### src/rtl/wdog_pkg.sv
package wdog_pkg;

  localparam int unsigned SEL_W    = 3;
  localparam int unsigned NUM_SEL  = 1 << SEL_W;
  localparam int unsigned MAX_BASE = 2048;

  typedef enum logic [1:0] {
    ESC_IDLE   = 2'd0,
    ESC_WARNED = 2'd1,
    ESC_FIRED  = 2'd2
  } esc_state_t;

  // Base period in ticks for each select code, ascending; top code saturates.
  function automatic int unsigned base_ticks(input logic [SEL_W-1:0] code);
    case (code)
      3'd0:    base_ticks = 6;
      3'd1:    base_ticks = 8;
      3'd2:    base_ticks = 16;
      3'd3:    base_ticks = 32;
      3'd4:    base_ticks = 128;
      3'd5:    base_ticks = 512;
      default: base_ticks = MAX_BASE;
    endcase
  endfunction

endpackage

### src/rtl/wdog_period_latch.sv
module wdog_period_latch
  import wdog_pkg::*;
(
  input  logic             clk,
  input  logic             srst,
  input  logic             kick,
  input  logic [SEL_W-1:0] sel_in,
  output logic [SEL_W-1:0] sel_q
);

  always_ff @(posedge clk) begin
    if (srst || kick) sel_q <= sel_in;
  end


  sel_hold_chk: assert property (@(posedge clk) disable iff (srst)
    !kick |=> $stable(sel_q));

endmodule

### src/rtl/wdog_counter.sv
module wdog_counter
  import wdog_pkg::*;
#(
  parameter int unsigned TICK_MULT = 1,
  localparam int unsigned CNT_W    = $clog2(MAX_BASE * TICK_MULT)
)(
  input  logic             clk,
  input  logic             srst,
  input  logic             tick,
  input  logic             kick,
  input  logic [SEL_W-1:0] sel_q,
  output logic             ovf
);

  logic [CNT_W-1:0] cnt;
  logic [CNT_W-1:0] last_tab [NUM_SEL];

  for (genvar g = 0; g < NUM_SEL; g++) begin : g_last
    assign last_tab[g] = CNT_W'(base_ticks(SEL_W'(g)) * TICK_MULT - 1);
  end

  logic [CNT_W-1:0] last_val;
  assign last_val = last_tab[sel_q];
  assign ovf      = tick && !kick && (cnt == last_val);

  always_ff @(posedge clk) begin
    if (srst || kick)  cnt <= '0;
    else if (ovf)      cnt <= '0;
    else if (tick)     cnt <= cnt + 1'b1;
  end


  cnt_bound_chk: assert property (@(posedge clk) disable iff (srst)
    !kick |=> cnt <= last_tab[sel_q]);


  kick_zero_chk: assert property (@(posedge clk) disable iff (srst)
    kick |=> cnt == '0);


  no_tick_hold_chk: assert property (@(posedge clk) disable iff (srst)
    (!tick && !kick) |=> $stable(cnt));

endmodule

### src/rtl/wdog_escalator.sv
module wdog_escalator
  import wdog_pkg::*;
(
  input  logic clk,
  input  logic srst,
  input  logic ovf,
  input  logic kick,
  output logic nmi_q,
  output logic rst_q,
  output logic warn
);

  esc_state_t state;

  always_ff @(posedge clk) begin
    if (srst) begin
      state <= ESC_IDLE;
      nmi_q <= 1'b0;
      rst_q <= 1'b0;
    end else begin
      nmi_q <= 1'b0;
      case (state)
        ESC_IDLE: begin
          if (ovf) begin
            nmi_q <= 1'b1;
            state <= ESC_WARNED;
          end
        end
        ESC_WARNED: begin
          if (kick) begin
            state <= ESC_IDLE;
          end else if (ovf) begin
            rst_q <= 1'b1;
            state <= ESC_FIRED;
          end
        end
        default: state <= ESC_FIRED;
      endcase
    end
  end

  assign warn = (state != ESC_IDLE);


  nmi_single_chk: assert property (@(posedge clk) disable iff (srst)
    nmi_q |=> !nmi_q);


  nmi_flag_chk: assert property (@(posedge clk) disable iff (srst)
    nmi_q |-> warn);


  rst_sticky_chk: assert property (@(posedge clk) disable iff (srst)
    rst_q |=> rst_q);


  kick_idle_chk: assert property (@(posedge clk) disable iff (srst)
    (kick && !rst_q) |=> !warn);

endmodule

### src/rtl/wdog_escalate.sv
module wdog_escalate
  import wdog_pkg::*;
#(
  parameter int unsigned TICK_MULT = 1
)(
  input  logic       clk,
  input  logic       srst,
  input  logic       tick,
  input  logic       kick,
  input  logic [2:0] period_sel,
  output logic       nmi_pulse,
  output logic       rst_req,
  output logic       stage1_flag
);

  logic [SEL_W-1:0] sel_q;
  logic             ovf;

  wdog_period_latch u_latch (
    .clk    (clk),
    .srst   (srst),
    .kick   (kick),
    .sel_in (period_sel),
    .sel_q  (sel_q)
  );

  wdog_counter #(.TICK_MULT(TICK_MULT)) u_cnt (
    .clk   (clk),
    .srst  (srst),
    .tick  (tick),
    .kick  (kick),
    .sel_q (sel_q),
    .ovf   (ovf)
  );

  wdog_escalator u_esc (
    .clk   (clk),
    .srst  (srst),
    .ovf   (ovf),
    .kick  (kick),
    .nmi_q (nmi_pulse),
    .rst_q (rst_req),
    .warn  (stage1_flag)
  );


  rst_after_warn_chk: assert property (@(posedge clk) disable iff (srst)
    $rose(rst_req) |-> stage1_flag && !nmi_pulse);

endmodule

### config.mk
export PLATFORM = sky130hd
export DESIGN_NAME = wdog_escalate
export DESIGN_NICKNAME = d
export VERILOG_FILES = /design/src/rtl/wdog_pkg.sv /design/src/rtl/wdog_period_latch.sv /design/src/rtl/wdog_counter.sv /design/src/rtl/wdog_escalator.sv /design/src/rtl/wdog_escalate.sv
export SDC_FILE = /design/constraint.sdc
export NUM_CORES = 1
export LEC_CHECK = 0
export CORE_MARGIN = 5
export CORE_UTILIZATION = 53
export DETAILED_ROUTE_END_ITERATION = 10
export PLACE_DENSITY = 0.76
export SETUP_SLACK_MARGIN = 0.02
export SLEW_MARGIN = 20
export SYNTH_ARGS = -nofsm -noshare
export SYNTH_HDL_FRONTEND = slang
export SYNTH_HIERARCHICAL = 1
export SYNTH_SLANG_ARGS = --single-unit
### constraint.sdc
create_clock -name clk -period 2.4 [get_ports clk]
set_input_delay 0.36 -clock clk [delete_from_list [all_inputs] [get_ports clk]]
set_output_delay 0.36 -clock clk [all_outputs]
set_load 0.005 [all_outputs]
# Word level (Yosys, flattened, before mapping)

Memory sizes are Yosys's and may differ from the RTL's.
Index checks and enable logic that the tools add are counted.

Flip-flop bits (word level): 18
Memories: 1
Memory bits (read-only): 88
Input bits: 7
Output and inout port bits: 3
Logic and storage cells: 32

Memory list:

| memory           | depth | width | read ports | clocked after Yosys merged registers in | write ports | RTL line           | text |
|---|---|---|---|---|---|---|---|
| (name not given) | 8     | 11    | 1          | 0                                       | 0           | wdog_counter.sv:23 | `assign last_val = last_tab[sel_q];` |

Bitwise logic cells: 3
Reductions and logical operators: 10
Mux-type cells: 7
$lt $le $gt $ge: 1
Add/sub/neg operators: 1
Equality and inequality tests: 4

Operators with widths:

| cell                                                            | count |
|---|---|
| 11-bit 2-to-1 mux                                               | 2 |
| 11-bit by 1-bit adder with 11-bit output, second input constant | 1 |
| 11-bit == test                                                  | 1 |
| 2-bit 2-to-1 mux                                                | 3 |
| 4-bit >= comparator, second input constant                      | 1 |
| 3-bit NOT with 4-bit output                                     | 1 |
| 2-bit case mux with 2 select lines                              | 1 |
| 2-bit OR reduction                                              | 2 |
| 3-bit != test, second input constant                            | 1 |
| 3-bit AND reduction                                             | 1 |
| 2-bit by 1-bit == test with 1-bit output, second input constant | 1 |
| 1-bit logical AND                                               | 2 |
| 2-bit logical NOT                                               | 1 |
| 2-bit != test, second input constant                            | 1 |
| 1-bit NOT                                                       | 2 |
| 2-bit AND reduction                                             | 1 |
| 2-bit nonzero test                                              | 1 |
| 1-bit logical NOT                                               | 1 |
| 1-bit logical OR                                                | 1 |
| 1-bit 2-to-1 mux                                                | 1 |

# Logic depth before layout (Yosys ltp)

Depth after elaboration: 9
Mapped depth: 8
Mapped depth without buffers: 6

# Hierarchy

Netlist, hierarchy kept.

By module, submodules not included:

| module            | area an instance (um^2) | seq. area each (um^2) | cells each | times used |
|---|---|---|---|---|
| wdog_counter      | 659.4                   | 220.2                 | 75         | 1 |
| wdog_escalator    | 148.9                   | 80.1                  | 14         | 1 |
| wdog_period_latch | 96.3                    | 90.1                  | 4          | 1 |

# Least setup slack after synthesis

OpenSTA, ideal clock, no wires.

Path kind: input to register
Start point: input tick
End point: register u_esc.rst_q
Required time: 2.313 ns
Path slack: 0.466 ns
Arrival time: 1.847 ns
Stages: 7
Cells stage by stage: clkbuf_1 nand3_1 or4_4 a2111oi_4 buf_6 nand3b_1 o31ai_1

Cells in the longest elaborated chain, start to end: 3

RTL lines:

| item                           | RTL line             | text |
|---|---|---|
| from (decl)                    | wdog_escalate.sv:8   | `input logic tick,` |
| 1-bit logical AND (2 in a row) | wdog_counter.sv:24   | `assign ovf = tick && !kick && (cnt == last_val);` |
| via ovf                        | wdog_escalate.sv:17  | `logic ovf;` |
| 3-bit AND reduction (no line)  | --                   |  |
| to (signal assigned)           | wdog_escalator.sv:19 | `rst_q <= 1'b0;` |
| to (signal assigned)           | wdog_escalator.sv:33 | `rst_q <= 1'b1;` |
| to (decl)                      | wdog_escalator.sv:9  | `output logic rst_q,` |

The timed path passes the listed nets, and every way through them passes these cells.
A chain may end at the register's enable or synchronous reset.

# Worst setup path in the final report

Start point: register u_latch.sel_q[1]
End point: register u_esc.rst_q

Cells in the longest elaborated chain, start to end: 7

RTL lines:

| item                                                 | RTL line                | text |
|---|---|---|
| from (decl)                                          | wdog_period_latch.sv:8  | `output logic [SEL_W-1:0] sel_q` |
| from (signal assigned)                               | wdog_period_latch.sv:12 | `if (srst \|\| kick) sel_q <= sel_in;` |
| 3-bit NOT with 4-bit output (not written as such)    | wdog_counter.sv:23      |  |
| memory 8 x 11 bit                                    | --                      |  |
| 11-bit 2-to-1 mux (not written as such) (2 in a row) | wdog_counter.sv:23      |  |
| 11-bit == test                                       | wdog_counter.sv:24      |  |
| 1-bit logical AND                                    | wdog_counter.sv:24      |  |
| via ovf                                              | wdog_escalate.sv:17     |  |
| 3-bit AND reduction (no line)                        | --                      |  |

The timed path passes the listed nets, and every way through them passes these cells. The select of a mux whose other input is x is not followed.

==> impl_metrics.env <==
export IMPL_cp_required_ns=2.60
export IMPL_status="complete, no violations"
export IMPL_ir_drop_mv=0.383
export IMPL_post_cts_buffers=0
export IMPL_clkPwrFrac_pct=29.1
export IMPL_synthMuxAreaShare_pct=1.11
export IMPL_fp_dieW_um=51.3
export IMPL_dieHeight_um=51.3
export IMPL_dpl_cell_count=116
export IMPL_worstPathCellList="nor2_1, a2111oi_0, a21oi_1, a2111oi_4, nand3b_1, o31ai_1"
export IMPL_hold_viol_final=0
export IMPL_drt_wl_total_um=1590
export IMPL_min_delay_start="u_esc/rst_q"
export IMPL_synthCells=93
export IMPL_grt_pass1_vias=631
export IMPL_antenna_found_initial=0
export IMPL_path_depth=6
export IMPL_synthAdderAreaFrac_pct=1.38
export IMPL_layout_drive_gt1_share_pct=9.71
export IMPL_dp_hpwl_um=1160
export IMPL_p_int_mw=0.402
export IMPL_grt_usage_pct=14.2
export IMPL_yosysSeqAreaShare_pct=43.2
export IMPL_synthTopCellsByArea="dfxtp_1 (33%), edfxtp_1 (10%), nor3_1 (6.6%)"
export IMPL_final_nets=112
export IMPL_r2r_start="u_latch/sel_q[1]"
export IMPL_finalWorstSetupSlack_ns=0.410
export IMPL_seqPwrFrac_pct=62.4
export IMPL_insertion_delay_ns=0.29
export IMPL_fmax_mhz=503
export IMPL_setup_violations=0
export IMPL_crit_family="compound AO/OA/AOI/OAI gates"
export IMPL_grt_max_degree=12
export IMPL_critPathKind="flop to flop"
export IMPL_start_util_pct=54.2
export IMPL_core_area_mm2=0.00167
export IMPL_grt_pass1_wl_um=2780
export IMPL_wl_per_cell_um=13.3
export IMPL_clk_pin_slew_ns=0.09
export IMPL_finalClockSkew_ns=0.00282
export IMPL_synth_top_area_cell="dfxtp_1"
export IMPL_io_buffers=9
export IMPL_synth_xor_area_share_pct=11.6
export IMPL_cts_resized_gates=0
export IMPL_cap_violations=0
export IMPL_clock_path_buffers=2
export IMPL_async_flop_share_pct=0
export IMPL_cts_hold_buf=0
export IMPL_finish_instance_area_mm2=0.00102
export IMPL_ys_flop_type="dfxtp_1"
export IMPL_cts_sinks=18
export IMPL_via_per_inst=5.66
export IMPL_cts_buffers=3
export IMPL_p_per_area_mw_per_mm2=509
export IMPL_crit_slowest_cell="edfxtp_1"
export IMPL_num_rows=15
export IMPL_syn_to_final_growth_pct=13.0
export IMPL_grt_setup_unrepaired="no"
export IMPL_critical_path_arrival_ns=2.19
export IMPL_cts_tree="built"
export IMPL_vias=679
export IMPL_cts_max_level=1
export IMPL_synthesis_area_um2=905
export IMPL_drtIter0Drc=5
export IMPL_combPwrFrac_pct=8.5
export IMPL_relSlewSlack_pct=76.7
export IMPL_end_kind="flop"
export IMPL_switching_share_pct=22.7
export IMPL_pre_cts_ws_ns=0.216
export IMPL_drtAntennaViolNets=0
export IMPL_dieArea_mm2=0.00263
export IMPL_worst_pin_slew_ns=0.341
export IMPL_min_period_over_period_pct=82.9
export IMPL_dpl_cell_area_um2=996
export IMPL_power_leakage_nw=0.345
export IMPL_fin_cells=120
export IMPL_synth_distinct_cells=37
export IMPL_final_min_clock_period_ns=1.99
export IMPL_synth_simple_area_share_pct=25.9
export IMPL_ff2ff_path_depth=6
export IMPL_synth_top_family_by_area="simple AND/OR/NAND/NOR gates"
export IMPL_power_switching_mw=0.118
export IMPL_min_path_type="flop to flop"
export IMPL_io_pins=10
export IMPL_netlist_top_cells_count="dfxtp_1 (15), nor3_1 (12), xnor2_1 (6), xor2_1 (6), nand3_1 (5)"
export IMPL_critPathLaunchType="flop"
export IMPL_hold_path_depth=2
export IMPL_synth_compound_area_share_pct=12.6
export IMPL_cp_startpoint="u_latch/sel_q[1]"
export IMPL_drc=0
export IMPL_synth_most_common_cell="dfxtp_1"
export IMPL_synth_seq_cells=18
export IMPL_syn_area_per_cell_um2=9.73
export IMPL_antennaDiodeCount=0
export IMPL_gp_congestion=0.751
export IMPL_yosysTopAreaCellShare_pct=33.2
export IMPL_setup_tns_final_ns=0
export IMPL_crit_path_max_incr_delay_ns=0.52
export IMPL_yosys_warnings=6
export IMPL_synth_edf_count=3
export IMPL_crit_buf_inv=0
export IMPL_first_pass_iters=4
export IMPL_final_max_slew_viol_count=0
export IMPL_path_max_fanout=9
export IMPL_root_buffer="clkbuf_4"
export IMPL_synth_nets=101
export IMPL_overflow=0
==> per-layer routing <==
layer	part of all wire, %	GRT usage [%]	wire [um]	up-vias
li1	-	-	-	359
met5	0	0	0	-
met3	1.8	2.62	28	2
met2	43	21.9	691	7
met4	0.88	9.17	14	0
met1	54	18.0	858	311
==> power by group through the flow <==
stage | Clock (mW) | Combinational [mW] | Sequential, mW
floorplan | 0 | 0.0381 | 0.323
global placement | 0 | 0.0442 | 0.331
detailed placement | 0 | 0.0443 | 0.332
CTS | 0.157 | 0.0446 | 0.325
global route | 0.178 | 0.0492 | 0.327
finish | 0.151 | 0.0444 | 0.325
==> registers in the layout, summed over array words and instances, names as in the netlist <==
signal         flops
u_esc/state        2
u_latch/sel_q      3
u_esc/rst_q        1
u_esc/nmi_q        1
u_cnt/cnt         11
==> cell type report <==
class / count / area, um2
Multi-Input combinational cell: 69 / 475
Inverter: 1 / 3.75
Tap cell: 17 / 21.3
Clock buffer: 4 / 26.3
Sequential cell: 18 / 390
Timing Repair Buffer: 11 / 105
Fill cell: 139 / 648
==> worst paths after layout <==
check	end	slack, ns
worst min register to register	u_esc/rst_q	0.48
worst min-delay path	u_esc/rst_q	0.48
worst max-delay path	u_esc/rst_q	0.41
worst max register to register	u_esc/rst_q	0.41
==> per-stage QoR <==
stage / hold WS, ns / total power, mW / util, %
after CTS: 0.482 / 0.527 / 61.2
final: 0.475 / 0.520 / 61.2
after detailed placement: 0.460 / 0.376 / 59.6
after floorplan: 0.425 / 0.362 / -
after global placement: 0.444 / 0.375 / 59.6
after global routing: 0.517 / 0.554 / 61.2
==> cell families after synthesis <==
kind of cell / after synthesis
compound gates: 13
mux: 1
flops: 18
simple gates: 42
fa+ha+maj: 1
xor+xnor: 12
buf+inv: 6
==> layout by cell type (no fill, tap or decap), types with 2 or more instances in the layout <==
cell / n
clkbuf_4: 3
dfxtp_1: 15
nand2_1: 4
nand4_1: 2
nor2_1: 4
xor2_1: 6
edfxtp_1: 3
nor3_1: 12
and3_1: 3
buf_4: 2
nand3_1: 5
clkdlybuf4s50_1: 9
nand2b_1: 2
a21oi_1: 3
or2_1: 2
xnor2_1: 6
==> tightest hold or removal path: cells and delay by family, from the launching register on <==
family	cells	cell delay (ns)
AO/OA/AOI/OAI	1	0.05
flip-flops	1	0.34
AND/OR/NAND/NOR	1	0.06
No activity file was read; power rests on OpenSTA's default activity.
